<file path="src/rtl/bsm_pkg.sv">
package bsm_pkg;

   localparam int unsigned ADDR_W    = 3;
   localparam int unsigned XFER_BITS = 8;

   localparam logic [ADDR_W-1:0] RA_CTRL  = 3'd0;
   localparam logic [ADDR_W-1:0] RA_CFG   = 3'd1;
   localparam logic [ADDR_W-1:0] RA_TX    = 3'd2;
   localparam logic [ADDR_W-1:0] RA_RX    = 3'd3;
   localparam logic [ADDR_W-1:0] RA_CAUSE = 3'd4;
   localparam logic [ADDR_W-1:0] RA_MASK  = 3'd5;
   localparam logic [ADDR_W-1:0] RA_TIME  = 3'd6;

   localparam int unsigned CTL_BUSY  = 1;
   localparam int unsigned CTL_SEL   = 4;
   localparam int unsigned CFG_CPOL  = 8;
   localparam int unsigned CFG_CPHA  = 9;
   localparam int unsigned CFG_RXLSB = 10;
   localparam int unsigned CFG_TXLSB = 11;
   localparam int unsigned CFG_LEN   = 12;
   localparam int unsigned CFG_ALEN  = 16;

   typedef enum logic [1:0] {ST_IDLE, ST_SHIFT, ST_FIN} bsm_state_t;

   function automatic logic [XFER_BITS-1:0] flip_bits(input logic [XFER_BITS-1:0] v);
      logic [XFER_BITS-1:0] r;
      for (int i = 0; i < XFER_BITS; i++) r[i] = v[XFER_BITS-1-i];
      return r;
   endfunction

endpackage

</file>
<file path="src/rtl/bsm_sck_gen.sv">
module bsm_sck_gen #(
   parameter int unsigned PRE_W      = 5,
   parameter int unsigned PRE_OFFSET = 16
) (
   input  logic             clk,
   input  logic             rst_n,
   input  logic             run_i,
   input  logic             cpol_i,
   input  logic [PRE_W-1:0] prescale_i,
   output logic             tick_o,
   output logic             sck_o
);
   localparam logic [PRE_W-1:0] OFF = PRE_W'(PRE_OFFSET);

   logic [PRE_W-1:0] half;
   logic [PRE_W-1:0] cnt_q;
   logic             sck_q;

   always_comb half = (prescale_i > OFF) ? (prescale_i - OFF) : PRE_W'(1);

   assign tick_o = run_i && (cnt_q == half - PRE_W'(1));
   assign sck_o  = sck_q;

   always_ff @(posedge clk or negedge rst_n) begin
      if (!rst_n) begin
         cnt_q <= '0;
         sck_q <= 1'b0;
      end else if (!run_i) begin
         cnt_q <= '0;
         sck_q <= cpol_i;
      end else if (tick_o) begin
         cnt_q <= '0;
         sck_q <= ~sck_q;
      end else begin
         cnt_q <= cnt_q + PRE_W'(1);
      end
   end

   AST_SCK_IDLE: assert property (@(posedge clk) disable iff (!rst_n)
      (!run_i && $past(!run_i) && $stable(cpol_i)) |-> (sck_o == cpol_i));

endmodule

</file>
<file path="src/rtl/bsm_shifter.sv">
module bsm_shifter
   import bsm_pkg::*;
(
   input  logic                 clk,
   input  logic                 rst_n,
   input  logic                 start_i,
   input  logic [XFER_BITS-1:0] tx_byte_i,
   input  logic                 cpha_i,
   input  logic                 rx_lsb_i,
   input  logic                 tx_lsb_i,
   input  logic                 late_i,
   input  logic                 tick_i,
   input  logic                 miso_i,
   output logic                 busy_o,
   output logic                 run_o,
   output logic                 done_o,
   output logic [XFER_BITS-1:0] rx_byte_o,
   output logic                 mosi_o
);
   localparam int unsigned EDGES  = 2 * XFER_BITS;
   localparam int unsigned EDGE_W = $clog2(EDGES);
   localparam logic [EDGE_W-1:0] LAST_EDGE = EDGE_W'(EDGES - 1);

   bsm_state_t           state_q;
   logic [EDGE_W-1:0]    edge_q;
   logic [XFER_BITS-1:0] tx_sh_q;
   logic [XFER_BITS-1:0] rx_sh_q;
   logic                 pend_q;
   logic                 lead, samp_edge, launch_edge;

   always_comb begin
      lead        = ~edge_q[0];
      samp_edge   = cpha_i ? ~lead : lead;
      launch_edge = cpha_i ? (lead && edge_q != '0) : ~lead;
   end

   assign busy_o    = (state_q != ST_IDLE);
   assign run_o     = (state_q == ST_SHIFT);
   assign done_o    = (state_q == ST_FIN) && !pend_q;
   assign rx_byte_o = rx_lsb_i ? flip_bits(rx_sh_q) : rx_sh_q;
   assign mosi_o    = tx_sh_q[XFER_BITS-1];

   always_ff @(posedge clk or negedge rst_n) begin
      if (!rst_n) begin
         state_q <= ST_IDLE;
         edge_q  <= '0;
         tx_sh_q <= '0;
         rx_sh_q <= '0;
         pend_q  <= 1'b0;
      end else begin
         case (state_q)
            ST_IDLE: begin
               if (start_i) begin
                  tx_sh_q <= tx_lsb_i ? flip_bits(tx_byte_i) : tx_byte_i;
                  edge_q  <= '0;
                  pend_q  <= 1'b0;
                  state_q <= ST_SHIFT;
               end
            end
            ST_SHIFT: begin
               if (pend_q) begin
                  rx_sh_q <= {rx_sh_q[XFER_BITS-2:0], miso_i};
                  pend_q  <= 1'b0;
               end
               if (tick_i) begin
                  edge_q <= edge_q + EDGE_W'(1);
                  if (launch_edge) tx_sh_q <= {tx_sh_q[XFER_BITS-2:0], 1'b0};
                  if (samp_edge) begin
                     if (late_i) pend_q <= 1'b1;
                     else        rx_sh_q <= {rx_sh_q[XFER_BITS-2:0], miso_i};
                  end
                  if (edge_q == LAST_EDGE) state_q <= ST_FIN;
               end
            end
            default: begin
               if (pend_q) begin
                  rx_sh_q <= {rx_sh_q[XFER_BITS-2:0], miso_i};
                  pend_q  <= 1'b0;
               end else begin
                  state_q <= ST_IDLE;
               end
            end
         endcase
      end
   end

   AST_START_IDLE: assert property (@(posedge clk) disable iff (!rst_n)
      start_i |-> (state_q == ST_IDLE));
   AST_DONE_IDLE: assert property (@(posedge clk) disable iff (!rst_n)
      done_o |=> !busy_o);

endmodule

</file>
<file path="src/rtl/bsm_regs.sv">
module bsm_regs
   import bsm_pkg::*;
#(
   parameter int unsigned NCS         = 2,
   parameter int unsigned CS_W        = 1,
   parameter int unsigned PRE_W       = 5,
   parameter int unsigned DW          = 32,
   parameter bit          SAMPLE_TUNE = 1'b1
) (
   input  logic                 clk,
   input  logic                 rst_n,
   input  logic                 wr_i,
   input  logic [ADDR_W-1:0]    addr_i,
   input  logic [DW-1:0]        wdata_i,
   output logic [DW-1:0]        rdata_o,
   input  logic                 busy_i,
   input  logic                 done_i,
   input  logic [XFER_BITS-1:0] rx_byte_i,
   output logic [NCS-1:0]       cs_n_o,
   output logic                 irq_o,
   output logic                 cpol_o,
   output logic                 cpha_o,
   output logic                 rx_lsb_o,
   output logic                 tx_lsb_o,
   output logic [PRE_W-1:0]     prescale_o,
   output logic                 late_o,
   output logic                 start_o,
   output logic [XFER_BITS-1:0] tx_byte_o
);
   logic                 cs_on_q;
   logic [CS_W-1:0]      cs_sel_q;
   logic [PRE_W-1:0]     pre_q;
   logic                 cpol_q, cpha_q, rxl_q, txl_q;
   logic [1:0]           len_q, alen_q;
   logic                 ready_q, mask_q;
   logic [XFER_BITS-1:0] din_q;
   logic [1:0]           tim_q;
   logic                 unused_wdata;

   assign unused_wdata = ^wdata_i;

   always_ff @(posedge clk or negedge rst_n) begin
      if (!rst_n) begin
         cs_on_q  <= 1'b0;
         cs_sel_q <= '0;
         pre_q    <= '0;
         cpol_q   <= 1'b0;
         cpha_q   <= 1'b0;
         rxl_q    <= 1'b0;
         txl_q    <= 1'b0;
         len_q    <= '0;
         alen_q   <= '0;
         ready_q  <= 1'b0;
         mask_q   <= 1'b0;
         din_q    <= '0;
      end else begin
         if (wr_i) begin
            case (addr_i)
               RA_CTRL: begin
                  cs_on_q  <= wdata_i[0];
                  cs_sel_q <= wdata_i[CTL_SEL +: CS_W];
               end
               RA_CFG: begin
                  pre_q  <= wdata_i[PRE_W-1:0];
                  cpol_q <= wdata_i[CFG_CPOL];
                  cpha_q <= wdata_i[CFG_CPHA];
                  rxl_q  <= wdata_i[CFG_RXLSB];
                  txl_q  <= wdata_i[CFG_TXLSB];
                  len_q  <= wdata_i[CFG_LEN +: 2];
                  alen_q <= wdata_i[CFG_ALEN +: 2];
               end
               RA_CAUSE: if (!wdata_i[0]) ready_q <= 1'b0;
               RA_MASK:  mask_q <= wdata_i[0];
               default: ;
            endcase
         end
         if (done_i) begin
            ready_q <= 1'b1;
            din_q   <= rx_byte_i;
         end
      end
   end

   generate
      if (SAMPLE_TUNE) begin : g_tune
         always_ff @(posedge clk or negedge rst_n) begin
            if (!rst_n) tim_q <= 2'd1;
            else if (wr_i && addr_i == RA_TIME) tim_q <= wdata_i[1:0];
         end
         assign late_o = tim_q[1];
      end else begin : g_fixed
         assign tim_q  = 2'd1;
         assign late_o = 1'b0;
      end
   endgenerate

   for (genvar g = 0; g < NCS; g++) begin : g_cs
      assign cs_n_o[g] = ~(cs_on_q && cs_sel_q == CS_W'(g));
   end

   assign irq_o      = ready_q & mask_q;
   assign cpol_o     = cpol_q;
   assign cpha_o     = cpha_q;
   assign rx_lsb_o   = rxl_q;
   assign tx_lsb_o   = txl_q;
   assign prescale_o = pre_q;
   assign start_o    = wr_i && addr_i == RA_TX && !busy_i && len_q == 2'd0;
   assign tx_byte_o  = wdata_i[XFER_BITS-1:0];

   always_comb begin
      rdata_o = '0;
      case (addr_i)
         RA_CTRL: begin
            rdata_o[0]               = cs_on_q;
            rdata_o[CTL_BUSY]        = busy_i;
            rdata_o[CTL_SEL +: CS_W] = cs_sel_q;
         end
         RA_CFG: begin
            rdata_o[PRE_W-1:0]    = pre_q;
            rdata_o[CFG_CPOL]     = cpol_q;
            rdata_o[CFG_CPHA]     = cpha_q;
            rdata_o[CFG_RXLSB]    = rxl_q;
            rdata_o[CFG_TXLSB]    = txl_q;
            rdata_o[CFG_LEN +: 2] = len_q;
            rdata_o[CFG_ALEN +: 2] = alen_q;
         end
         RA_RX:    rdata_o[XFER_BITS-1:0] = din_q;
         RA_CAUSE: rdata_o[0] = ready_q;
         RA_MASK:  rdata_o[0] = mask_q;
         RA_TIME:  rdata_o[1:0] = tim_q;
         default:  rdata_o = '0;
      endcase
   end

   AST_READY_SET: assert property (@(posedge clk) disable iff (!rst_n)
      done_i |=> ready_q);
   AST_READY_CLR: assert property (@(posedge clk) disable iff (!rst_n)
      (wr_i && addr_i == RA_CAUSE && !wdata_i[0] && !done_i) |=> !ready_q);
   AST_DIN_HOLD: assert property (@(posedge clk) disable iff (!rst_n)
      !done_i |=> $stable(din_q));
   AST_IRQ_MASKED: assert property (@(posedge clk) disable iff (!rst_n)
      !mask_q |-> !irq_o);

endmodule

</file>
<file path="src/rtl/byte_spi_master.sv">
module byte_spi_master
   import bsm_pkg::*;
#(
   parameter int unsigned NCS         = 2,
   parameter int unsigned PRE_W       = 5,
   parameter int unsigned PRE_OFFSET  = 16,
   parameter int unsigned DW          = 32,
   parameter bit          SAMPLE_TUNE = 1'b1
) (
   input  logic              clk,
   input  logic              rst_n,
   input  logic              reg_wr,
   input  logic [ADDR_W-1:0] reg_addr,
   input  logic [DW-1:0]     reg_wdata,
   output logic [DW-1:0]     reg_rdata,
   output logic              irq,
   output logic              spi_sck,
   output logic              spi_mosi,
   input  logic              spi_miso,
   output logic [NCS-1:0]    spi_cs_n
);
   localparam int unsigned CS_W = (NCS > 1) ? $clog2(NCS) : 1;

   initial begin
      assert (NCS >= 2 && CS_W <= 4) else $error("NCS must be 2..16");
      assert (PRE_W <= 8 && PRE_OFFSET + 1 < (1 << PRE_W)) else $error("bad rate field");
      assert (DW >= 18) else $error("DW too narrow for the register layout");
   end

   logic                 busy, done, start, run, tick;
   logic                 cpol, cpha, rxl, txl, late;
   logic [PRE_W-1:0]     prescale;
   logic [XFER_BITS-1:0] rx_byte, tx_byte;

   bsm_regs #(
      .NCS(NCS), .CS_W(CS_W), .PRE_W(PRE_W), .DW(DW), .SAMPLE_TUNE(SAMPLE_TUNE)
   ) u_regs (
      .clk(clk), .rst_n(rst_n), .wr_i(reg_wr), .addr_i(reg_addr),
      .wdata_i(reg_wdata), .rdata_o(reg_rdata), .busy_i(busy), .done_i(done),
      .rx_byte_i(rx_byte), .cs_n_o(spi_cs_n), .irq_o(irq), .cpol_o(cpol),
      .cpha_o(cpha), .rx_lsb_o(rxl), .tx_lsb_o(txl), .prescale_o(prescale),
      .late_o(late), .start_o(start), .tx_byte_o(tx_byte)
   );

   bsm_sck_gen #(.PRE_W(PRE_W), .PRE_OFFSET(PRE_OFFSET)) u_sck (
      .clk(clk), .rst_n(rst_n), .run_i(run), .cpol_i(cpol),
      .prescale_i(prescale), .tick_o(tick), .sck_o(spi_sck)
   );

   bsm_shifter u_shift (
      .clk(clk), .rst_n(rst_n), .start_i(start), .tx_byte_i(tx_byte),
      .cpha_i(cpha), .rx_lsb_i(rxl), .tx_lsb_i(txl), .late_i(late),
      .tick_i(tick), .miso_i(spi_miso), .busy_o(busy), .run_o(run),
      .done_o(done), .rx_byte_o(rx_byte), .mosi_o(spi_mosi)
   );

   AST_CS_ONEHOT: assert property (@(posedge clk) disable iff (!rst_n)
      $onehot0(~spi_cs_n));

endmodule

</file>
<file path="config.mk">
export PLATFORM = sky130hd
export DESIGN_NAME = byte_spi_master
export DESIGN_NICKNAME = d
export VERILOG_FILES = /design/src/rtl/bsm_pkg.sv /design/src/rtl/bsm_sck_gen.sv /design/src/rtl/bsm_shifter.sv /design/src/rtl/bsm_regs.sv /design/src/rtl/byte_spi_master.sv
export SDC_FILE = /design/constraint.sdc
export NUM_CORES = 1
export LEC_CHECK = 0
export ABC_AREA = 1
export BUFFER_PORTS_ARGS = -buffer_cell sky130_fd_sc_hd__clkbuf_2
export CORE_MARGIN = 5
export CORE_UTILIZATION = 55
export DETAILED_ROUTE_END_ITERATION = 10
export PLACE_DENSITY = 0.8
export SYNTH_ARGS = -nofsm -noshare
export SYNTH_HDL_FRONTEND = slang
export SYNTH_SLANG_ARGS = --single-unit
</file>
<file path="constraint.sdc">
create_clock -name clk -period 3 [get_ports clk]
set_clock_uncertainty 0.15 [all_clocks]
set_input_delay 0.3 -clock clk [delete_from_list [all_inputs] [get_ports clk]]
set_output_delay 0.3 -clock clk [all_outputs]
set_load 0.05 [all_outputs]
</file>
==> key figures, run 1 <==
Detailed routing
  • Vias per inst: between 5 and 6
  • DRT antenna net count: 0
  • DR vias: 3335
  • Routed wire per std cell: 13.8 um
  • Initial DRC count: 205
  • DRC violations left: 0
  • Routed wire length: roughly 8500 um
  • Pre-Repair DR Iteration Count: 6

Clocking
  • Resize count post-CTS: 0
  • CTS tree: yes
  • Root Buffer: clkbuf_8
  • Max clock buf depth: 2
  • Clock-pin slew on the worst setup and hold paths: 0.10 ns
  • H-tree depth: 2
  • Sink Count: 56
  • Total CTS buffers: 5
  • Clk_lat worst skew: approximately 0.31 ns

Yosys
  • Fraction of the yosys area taken by sequential cells: 39.5%
  • Post-synth ARST share: 100%
  • Post-synth top flop: dfrtp_1
  • Synthesized flop and latch total: 56
  • Distinct cell type count after synthesis: 39
  • Post-Syn Instances: between 400 and 500
  • Post-synthesis cell area: approximately 3600 um2
  • Yosys warns: 0
  • Mean Syn Cell Area: 7.15 um2
  • EDFF count, synth: 0

Global route
  • Largest net degree at the start of global routing: 39
  • Initial antenna violation count: 0
  • Total track usage: between 20% and 30%
  • First-pass GRT wire length: 14700 um
  • Vias in the first global route: 3313
  • Gr ovfl total: 0

Setup path
  • Critical Path Fanout Max: 22
  • Number of buffers and inverters on the critical path: 1
  • Crit path required time: approximately 3.1 ns
  • CP Capture Type: flip-flop
  • Slowest cell delay on critical path: approximately 0.43 ns
  • CP Class: flip-flop to flip-flop
  • Critical-path cell list: nor2_1 > nand2_1 > nand3_1 > inv_1 > ha_1 > xor2_1 > nand3_2 > nor2_4 > nand2_4 > nand2_8 > nand3_4 > nand2_1 > nand2_1
  • Cell family with most CP delay: simple AND/OR/NAND/NOR gates
  • Slowest library cell on the worst path: dfrtp_1
  • Worst EP arrival: roughly 2.7 ns
  • Worst path most repeated cell: nand2_1
  • CP startpoint kind: flip-flop

Power
  • Peak supply drop: approximately 0.00048 V
  • PD cells: about 880 nW/um2
  • Leak: between 0.002 and 0.0025 uW

Run status
  • Outcome: complete, no violations

STA
  • Max-slew violation count: 0
  • Fin crit share: ~87%
  • # setup viols final: 0
  • Max_slew headroom: approximately 39%
  • Unrepaired setup endpoints after global routing: no
  • Final hold violation count: 0
  • Total Neg Setup Slack: 0 ns
  • F_max: about 0.38 GHz
  • Worst Tran Pin Value: 0.910 ns
  • Final Critical Period: 2.61 ns

Cells and area
  • Fin nets: a little under 600
  • Filler Cells Inserted: slightly below 600
  • # diodes: 0
  • Post-Layout Cell Count: 615
  • Commonest non-fill, non-tap cell in the layout: nand2_1
  • Commonest non-fill, non-tap cells in the layout: nand2_1 (184), dfrtp_1 (55), inv_1 (48), clkbuf_2 (43)
  • Post-Route Utilization: 61.3%
  • Layout cell share with drive strength beyond 1: 14.1%
  • Layout Area Growth over Synthesis: 8.98%

Placement
  • Port Buf Inserts: between 40 and 50
  • Placed Instances: 606
  • Detailed placement HPWL: 6100 um
  • GP Congestion: 0.872

Job
  • Max cap viols: 0

Die
  • Die Area: 8170 um2
  • Die X-Extent: 90.4 um
  • Row count: 29
  • Core ar.: around 6300 um2
  • Die Ht: ~90 um
  • I/O Pins: between 70 and 80
  • Starting Density: a little under three fifths

Hold path
  • Hold Path Class: input pin to flip-flop
-- registers in the layout, indices dropped and copies added (netlist names), 2 cells and up --
name,cells
u_regs.tim_q,2
u_shift.tx_sh_q,8
u_regs.alen_q,2
u_shift.rx_sh_q,8
u_shift.edge_q,4
u_sck.cnt_q,5
u_regs.din_q,8
u_shift.state_q,2
u_regs.len_q,2
u_regs.prescale_o,5
-- path summary, 6_finish.rpt --
| kind | start | endpoint | slack, ns | depth (start not counted) |
|---|---|---|---|---|
| min reg2reg | u_shift.tx_sh_q[6] | u_shift.tx_sh_q[6] | 0.34 | 2 |
| max | u_regs.prescale_o[1] | u_shift.tx_sh_q[5] | 0.39 | 13 |
| max reg2reg | u_regs.prescale_o[1] | u_shift.tx_sh_q[5] | 0.39 | 13 |
| min in group asynchronous | rst_n | u_regs.cs_on_q | 0.32 | 2 |
| max in group asynchronous | rst_n | u_regs.tim_q[0] | 1.50 | 3 |
| min | reg_wdata[11] | u_regs.tx_lsb_o | 0.08 | 3 |
-- final cells by class --
class	count	area [um2]	area share, %
Timing Repair Buffer	49	263	6.79
Multi-Input combinational cell	373	1810	46.7
Inverter	52	195	5.04
Sequential cell	56	1400	36.2
Tap cell	77	96.3	2.49
Clock inverter	2	35.0	0.905
Clock buffer	6	72.6	1.87
-- per-layer routing --
metal,wire [um],vias to the layer above,global-route usage [%]
met5,0,-,0
met4,129,0,5.96
met3,595,19,4.25
met2,4190,129,36.7
met1,3560,1543,27.0
li1,-,1644,-
-- synth_stat cells (all sizes together), types with 4 or more instances --
master  count  area share [%]
ha          4             1.4
nand3      23             4.2
nand4      24             4.2
nor2       41             5.1
a21oi      10             1.4
clkbuf      9            0.95
buf        22             4.9
o21ai      39             5.9
dfrtp      55              39
xor2        4            0.99
o211ai      9             1.9
nand2     190              21
inv        50             5.3
-- per-stage QoR --
stage | hold slack (ns) | power [uW] | setup WS [ns] | instance area [um2]
after CTS | 0.0788 | 3420 | 0.403 | 3870
after global routing | 0.0762 | 3710 | 0.165 | 3870
after global placement | 0.117 | 2840 | 0.519 | 3750
final | 0.0802 | 3420 | 0.387 | 3870
after detailed placement | 0.127 | 2920 | 0.424 | 3750
after floorplan | -0.146 | 2580 | 0.781 | 3610
-- timing repair --
| item | in CTS | in global routing |
|---|---|---|
| buffers inserted | 0 | 0 |
| hold buffers | 1 | 0 |
| hold endpoints to repair | 18 | 0 |
-- where the power goes --
group	switching, uW	internal [uW]	total (uW)
registers	220	990	1210
clock network	243	248	491
logic	1210	509	1720
total	1670	1750	3420
-- tightest hold or removal path, stage by stage --
cell and delay [ns]:
clkbuf_2 0.08, nor2_1 0.09, a21oi_1 0.04
-- kinds of logic after synthesis --
logic type / share of synthesized area, %
simple gates: 35.3
compound gates: 11.0
flops: 39.5
other cells: 0.106
fa+ha+maj: 1.41
xor+xnor: 1.48
buf+inv: 11.3
Power figures use the tool's default switching activity.
==> run 2: changes to the inputs <==
Settings changed: ABC_AREA 1 to default, CELL_PAD_IN_SITES_DETAIL_PLACEMENT from default to 1, CELL_PAD_IN_SITES_GLOBAL_PLACEMENT from default to 1, CORE_UTILIZATION 55 to 41.
==> key figures, run 2 <==
STA
  • Total Neg Setup Slack: 0 ns (unchanged)
  • Final Critical Period: 2.83 ns (+0.215 ns)
  • Fin crit share: 94.3% (+7.2 points)
  • Worst Tran Pin Value: 0.627 ns (-0.283 ns)
  • Max-slew violation count: 0 (unchanged)
  • Post-route setup slack: 0.172 ns (-0.215 ns)
  • Max_slew headroom: 58.2% (+19 points)
  • Final hold violation count: 0 (unchanged)
  • Unrepaired setup endpoints after global routing: no
  • # setup viols final: 0 (unchanged)
  • F_max: 0.354 GHz (-7.6%)

Die
  • Die X-Extent: 97.5 um (+7.9%)
  • Die Ht: 97.5 um (+7.9%)
  • Row count: 32 (+10%)
  • Die Area: 9500 um2 (+16%)
  • Starting Density: 41.3% (-15 points)
  • I/O Pins: 76 (unchanged)
  • Core ar.: 7610 um2 (+20%)

Clocking
  • Total CTS buffers: 5 (unchanged)
  • H-tree depth: 2 (unchanged)
  • Clock-pin slew on the worst setup and hold paths: 0.11 ns (about the same)
  • Sink Count: 56 (unchanged)
  • Root Buffer: clkbuf_8
  • CTS tree: yes
  • Max clock buf depth: 2 (unchanged)
  • Clk_lat worst skew: 0.32 ns (about the same)

Yosys
  • EDFF count, synth: 0 (unchanged)
  • Post-synth ARST share: 100% (unchanged)
  • Most common cell in the synthesized netlist: dfrtp_1
  • Post-synthesis cell area: 3140 um2 (-12%)
  • Distinct cell type count after synthesis: 55 (+41%)
  • Mean Syn Cell Area: 10.6 um2 (+49%)
  • Post-synth top flop: dfrtp_1
  • Fraction of the yosys area taken by sequential cells: 44.7% (+5.2 points)
  • Area leader, netlist: dfrtp_1
  • Commonest cells in the synthesized netlist: dfrtp_1 (55), mux2_2 (32), nor2_1 (29), mux2i_1 (21), a21oi_1 (18)
  • Synth area leaders: dfrtp_1 (44%), mux2_2 (11%), mux2i_1 (6.7%)
  • Post-Syn Instances: 295 (-41%)
  • Synthesized flop and latch total: 56 (unchanged)
  • Yosys warns: 0 (unchanged)
  • Share of the synthesized area in the top cell type: 43.9% (+5.1 points)

Setup path
  • Slowest cell delay on critical path: 0.43 ns (about the same)
  • CP Capture Type: flip-flop
  • Critical Path Fanout Max: 8 (-64%)
  • Cell family with most CP delay: simple AND/OR/NAND/NOR gates
  • CP Class: flip-flop to flip-flop
  • Crit path required time: 3.06 ns (about the same)
  • Number of buffers and inverters on the critical path: 1 (unchanged)
  • CP startpoint kind: flip-flop
  • Slowest library cell on the worst path: dfrtp_1
  • Worst EP arrival: 2.89 ns (+0.22 ns)
  • Critical-path cell list: nor3_4 > nor3_2 > ha_1 > nand3b_1 > a311o_2 > nand2_2 > nand4_2 > o21ai_4 > buf_12 > mux2_2

Detailed routing
  • DRT antenna net count: 0 (unchanged)
  • Pre-Repair DR Iteration Count: 4 (-2)
  • Routed wire per std cell: 17.0 um (+23%)
  • Vias per inst: 5.28 (-2.6%)
  • DR vias: 2339 (-30%)
  • Routed wire length: 7530 um (-11%)
  • Initial DRC count: 56 (-73%)
  • DRC violations left: 0 (unchanged)

Job
  • Max cap viols: 0 (unchanged)

Placement
  • Post-Place Worst Slack: 0.0463 ns (-0.378 ns)
  • Detailed placement HPWL: 5650 um (-7.3%)
  • Placed Instances: 433 (-29%)
  • Port Buf Inserts: 43 (unchanged)
  • GP Congestion: 0.752 (-14%)

Power
  • Final Power: 2750 uW (-20%)
  • Peak supply drop: 0.000351 V (-27%)
  • PD cells: 777 nW/um2 (-12%)
  • Leak: 0.00164 uW (-21%)

Global route
  • Gr ovfl total: 0 (unchanged)
  • Total track usage: 16.0% (-5.3 points)
  • Vias in the first global route: 2468 (-26%)
  • Initial antenna violation count: 0 (unchanged)
  • Largest net degree at the start of global routing: 34 (-13%)
  • First-pass GRT wire length: 12300 um (-16%)

Cells and area
  • # diodes: 0 (unchanged)
  • Post-Layout Cell Count: 443 (-28%)
  • Layout Area Growth over Synthesis: 12.6%
  • Post-Route Utilization: 46.5% (-15 points)
  • Commonest non-fill, non-tap cells in the layout: dfrtp_1 (54), clkbuf_2 (43), mux2_2 (32), nor2_1 (29), mux2i_1 (21)
  • Fin nets: 383 (-34%)
  • Commonest non-fill, non-tap cell in the layout: dfrtp_1
  • Filler Cells Inserted: 885 (+49%)
  • Reg area: 1400 um2 (about the same)
  • Top Registers: u_regs.din_q: 8 flops, u_shift.rx_sh_q: 8 flops, u_shift.tx_sh_q: 8 flops
  • Area of the multi-input gates: 1580 um2 (-12%)
  • Layout cell share with drive strength beyond 1: 31.4% (+17 points)

Hold path
  • Hold Path Class: input pin to flip-flop

Run status
  • Outcome: complete, no violations
## run 2: worst paths after layout
kind	slack, ns	start	to	depth (start not counted)
min	0.05	spi_miso	u_shift.rx_sh_q[0]	2
max reg2reg	0.17	u_regs.prescale_o[3]	u_shift.rx_sh_q[1]	10
min in group asynchronous	0.37	rst_n	u_shift.rx_sh_q[0]	2
min reg2reg	0.36	u_regs.alen_q[1]	u_regs.alen_q[1]	1
max	0.17	u_regs.prescale_o[3]	u_shift.rx_sh_q[1]	10
max in group asynchronous	1.45	rst_n	u_regs.prescale_o[1]	3
## run 2: cell families (layout without fill, tap and decap cells)
group	Yosys count	after routing	synth area share [%]
muxes	54	54	18.9
xor gates and xnor gates	6	6	1.67
other	1	16	0.120
AOI/OAI and AO/OA	44	44	9.85
and+or+nand+nor	93	93	16.3
adders and majority gates	4	4	1.59
buffers and inverters	37	68	6.90
DFF	56	56	44.7
## run 2: cell type report
cell class                      instances  share of cell area [%]
Timing Repair Buffer                   53                    8.64
Sequential cell                        56                    39.7
Tap cell                              102                    3.61
Inverter                                7                   0.743
Clock buffer                            5                    1.95
Multi-Input combinational cell        217                    44.7
Clock inverter                          3                   0.602
## run 2: where the power goes
part	total (uW)	switching, uW	internal, uW
logic	1110	622	485
registers	1210	243	969
clock network	429	263	167
total	2750	1130	1620
## run 2: stage by stage
step	cell area (um2)	hold WS [ns]
4_1_cts	3510	0.0483
3_3_place_gp	3410	0.184
6_report	3530	0.0537
5_1_grt	3530	0.0504
2_1_floorplan	3190	-0.146
3_5_place_dp	3410	0.194
## run 2: repair_timing
item / CTS / global route
buffers inserted: 0 / 1
hold endpoints to repair: 22 / 0
resized for setup: 0 / 3
hold buffers: 1 / 0
setup endpoints to repair: 0 / 15
## run 2: worst register-to-register path, cell delays in order (launching register included)
cell	delay, ns
dfrtp_1	0.43
nor3_4	0.28
nor3_2	0.09
ha_1	0.27
nand3b_1	0.17
a311o_2	0.33
nand2_2	0.12
nand4_2	0.20
o21ai_4	0.21
buf_12	0.14
mux2_2	0.34
## run 2: metal layers
metal	vias up	track usage, %	routed length, um
met1	1168	20.2	3230
li1	1105	-	-
met5	-	0	0
met3	10	3.88	365
met2	56	27.1	3850
met4	0	4.26	82
==> run 3: changes to the inputs <==
Settings changed: CORE_ASPECT_RATIO from default to 0.9.
==> key figures, run 3 (synthesis gave the netlist of run 2 again) <==
Run status
  • Outcome: complete, no violations

Cells and area
  • Layout Area Growth over Synthesis: 11.8%
  • Fin nets: 383 (unchanged)
  • # diodes: 0 (unchanged)
  • Commonest non-fill, non-tap cell in the layout: dfrtp_1
  • Layout cell share with drive strength beyond 1: 30.8% (-0.59 points)
  • Commonest non-fill, non-tap cells in the layout: dfrtp_1 (55), clkbuf_2 (43), mux2_2 (32), nor2_1 (29), mux2i_1 (21)
  • Top Registers: u_regs.din_q: 8 flops, u_shift.rx_sh_q: 8 flops, u_shift.tx_sh_q: 8 flops
  • Post-Layout Cell Count: 437 (-1.4%)
  • Filler Cells Inserted: 873 (-1.4%)
  • Reg area: 1400 um2 (about the same)
  • Area of the multi-input gates: 1580 um2 (-0.40%)

STA
  • F_max: 0.352 GHz (-0.37%)
  • Final Critical Period: 2.84 ns (+0.0104 ns)
  • Max-slew violation count: 0 (unchanged)
  • Fin crit share: 94.6% (+0.35 points)
  • Unrepaired setup endpoints after global routing: no
  • Worst Tran Pin Value: 0.715 ns (+0.0887 ns)
  • Final hold violation count: 0 (unchanged)
  • # setup viols final: 0 (unchanged)
  • Max_slew headroom: 52.3% (-5.9 points)
  • Total Neg Setup Slack: 0 ns (unchanged)

Die
  • Die X-Extent: 102 um (+4.9%)
  • Die Ht: 93.0 um (-4.6%)
  • Die Area: 9510 um2 (about the same)
  • Core ar.: 7510 um2 (-1.3%)
  • I/O Pins: 76 (unchanged)
  • Starting Density: 41.8% (+0.55 points)
  • Row count: 30 (-6.3%)

Setup path
  • Number of buffers and inverters on the critical path: 0 (-1)
  • Worst EP arrival: 2.90 ns (about the same)
  • Critical-path cell list: nor3_4 > nor3_2 > ha_1 > nand3b_1 > a311o_2 > nand2_2 > nand4_2 > o21ai_4 > mux2_2
  • CP Capture Type: flip-flop
  • Reg2reg start: u_regs.prescale_o[1]
  • Crit path required time: 3.06 ns (about the same)
  • CP startpoint kind: flip-flop
  • Critical path startpoint: u_regs.prescale_o[1]
  • Cell family with most CP delay: simple AND/OR/NAND/NOR gates
  • Slowest library cell on the worst path: dfrtp_1
  • CP Class: flip-flop to flip-flop
  • Critical Path Fanout Max: 8 (unchanged)
  • Slowest cell delay on critical path: 0.46 ns (+0.03 ns)

Hold path
  • Startpoint of the worst hold path: reg_wdata[12]
  • Hold Path Class: input pin to flip-flop

Clocking
  • Resize count post-CTS: 0 (unchanged)
  • Clk_lat worst skew: 0.32 ns (about the same)
  • H-tree depth: 2 (unchanged)
  • Max clock buf depth: 2 (unchanged)
  • Root Buffer: clkbuf_8
  • Total CTS buffers: 5 (unchanged)
  • Sink Count: 56 (unchanged)
  • Clock-pin slew on the worst setup and hold paths: 0.11 ns (about the same)
  • CTS tree: yes

Job
  • Max cap viols: 0 (unchanged)

Detailed routing
  • DRC violations left: 0 (unchanged)
  • Routed wire length: 7090 um (-5.7%)
  • Vias per inst: 5.30 (+0.42%)
  • DR vias: 2317 (-0.94%)
  • DRT antenna net count: 0 (unchanged)
  • Initial DRC count: 41 (-27%)
  • Routed wire per std cell: 16.2 um (-4.4%)
  • Pre-Repair DR Iteration Count: 4 (unchanged)

Placement
  • Detailed placement HPWL: 5350 um (-5.3%)
  • Port Buf Inserts: 43 (unchanged)
  • Placed Instances: 428 (-1.2%)
  • GP Congestion: 0.784 (+4.3%)

Power
  • Final Power: 2700 uW (-1.8%)
  • Leak: 0.00164 uW (about the same)
  • PD cells: 769 nW/um2 (-1.1%)
  • Peak supply drop: 0.000420 V (+20%)

Global route
  • Initial antenna violation count: 0 (unchanged)
  • Total track usage: 15.9% (-0.043 points)
  • Vias in the first global route: 2510 (+1.7%)
  • Largest net degree at the start of global routing: 57 (+68%)
  • First-pass GRT wire length: 12000 um (-3.1%)
  • Gr ovfl total: 0 (unchanged)
run 3: area by class of cell:
type                    instances  area share (%)
repair buffers                 53            8.35
clock inverters                 3           0.642
well taps                      96            3.42
inverters                       7           0.749
clock buffers                   5            1.96
flip-flops and latches         56            40.0
multi-input cells             217            44.9
run 3: final timing paths:
path,to,slack (ns),cells after the start
max,u_shift.rx_sh_q[7],0.16,9
min,u_regs.len_q[0],0.05,2
min in group asynchronous,u_shift.rx_sh_q[0],0.55,3
max in group asynchronous,u_sck.cnt_q[4],1.68,3
max reg2reg,u_shift.rx_sh_q[7],0.16,9
min reg2reg,u_regs.alen_q[1],0.37,1
run 3: power by group:
| part | switching (uW) | total, uW | internal, uW |
|---|---|---|---|
| clock | 263 | 431 | 168 |
| sequential | 233 | 1200 | 968 |
| combinational | 603 | 1060 | 461 |
| total | 1100 | 2700 | 1600 |
run 3: layer usage:
layer | track usage [%] | share of wire (%) | vias to the layer above
li1 | - | - | 1096
met1 | 20.8 | 45 | 1161
met2 | 26.8 | 49 | 54
met3 | 3.95 | 4.9 | 6
met4 | 3.06 | 0.99 | 0
met5 | 0 | 0 | -
run 3: metrics by stage:
stage / instance area (um2) / hold WS (ns) / utilization [%] / setup slack [ns]
detailed placement: 3410 / 0.342 / 45.4 / 0.111
global route: 3510 / 0.0375 / 46.7 / 0.00796
CTS: 3510 / 0.0519 / 46.7 / 0.103
floorplan: 3190 / -0.146 / - / 0.401
global placement: 3410 / 0.330 / 45.4 / 0.161
finish: 3510 / 0.0502 / 46.7 / 0.162
run 3: timing repair:
item | 4_1_cts | 5_1_grt
endpoints found under the hold margin | 2 | 0
buffers inserted | 0 | 0
hold buffers | 1 | 0
setup endpoints to repair | 0 | 6
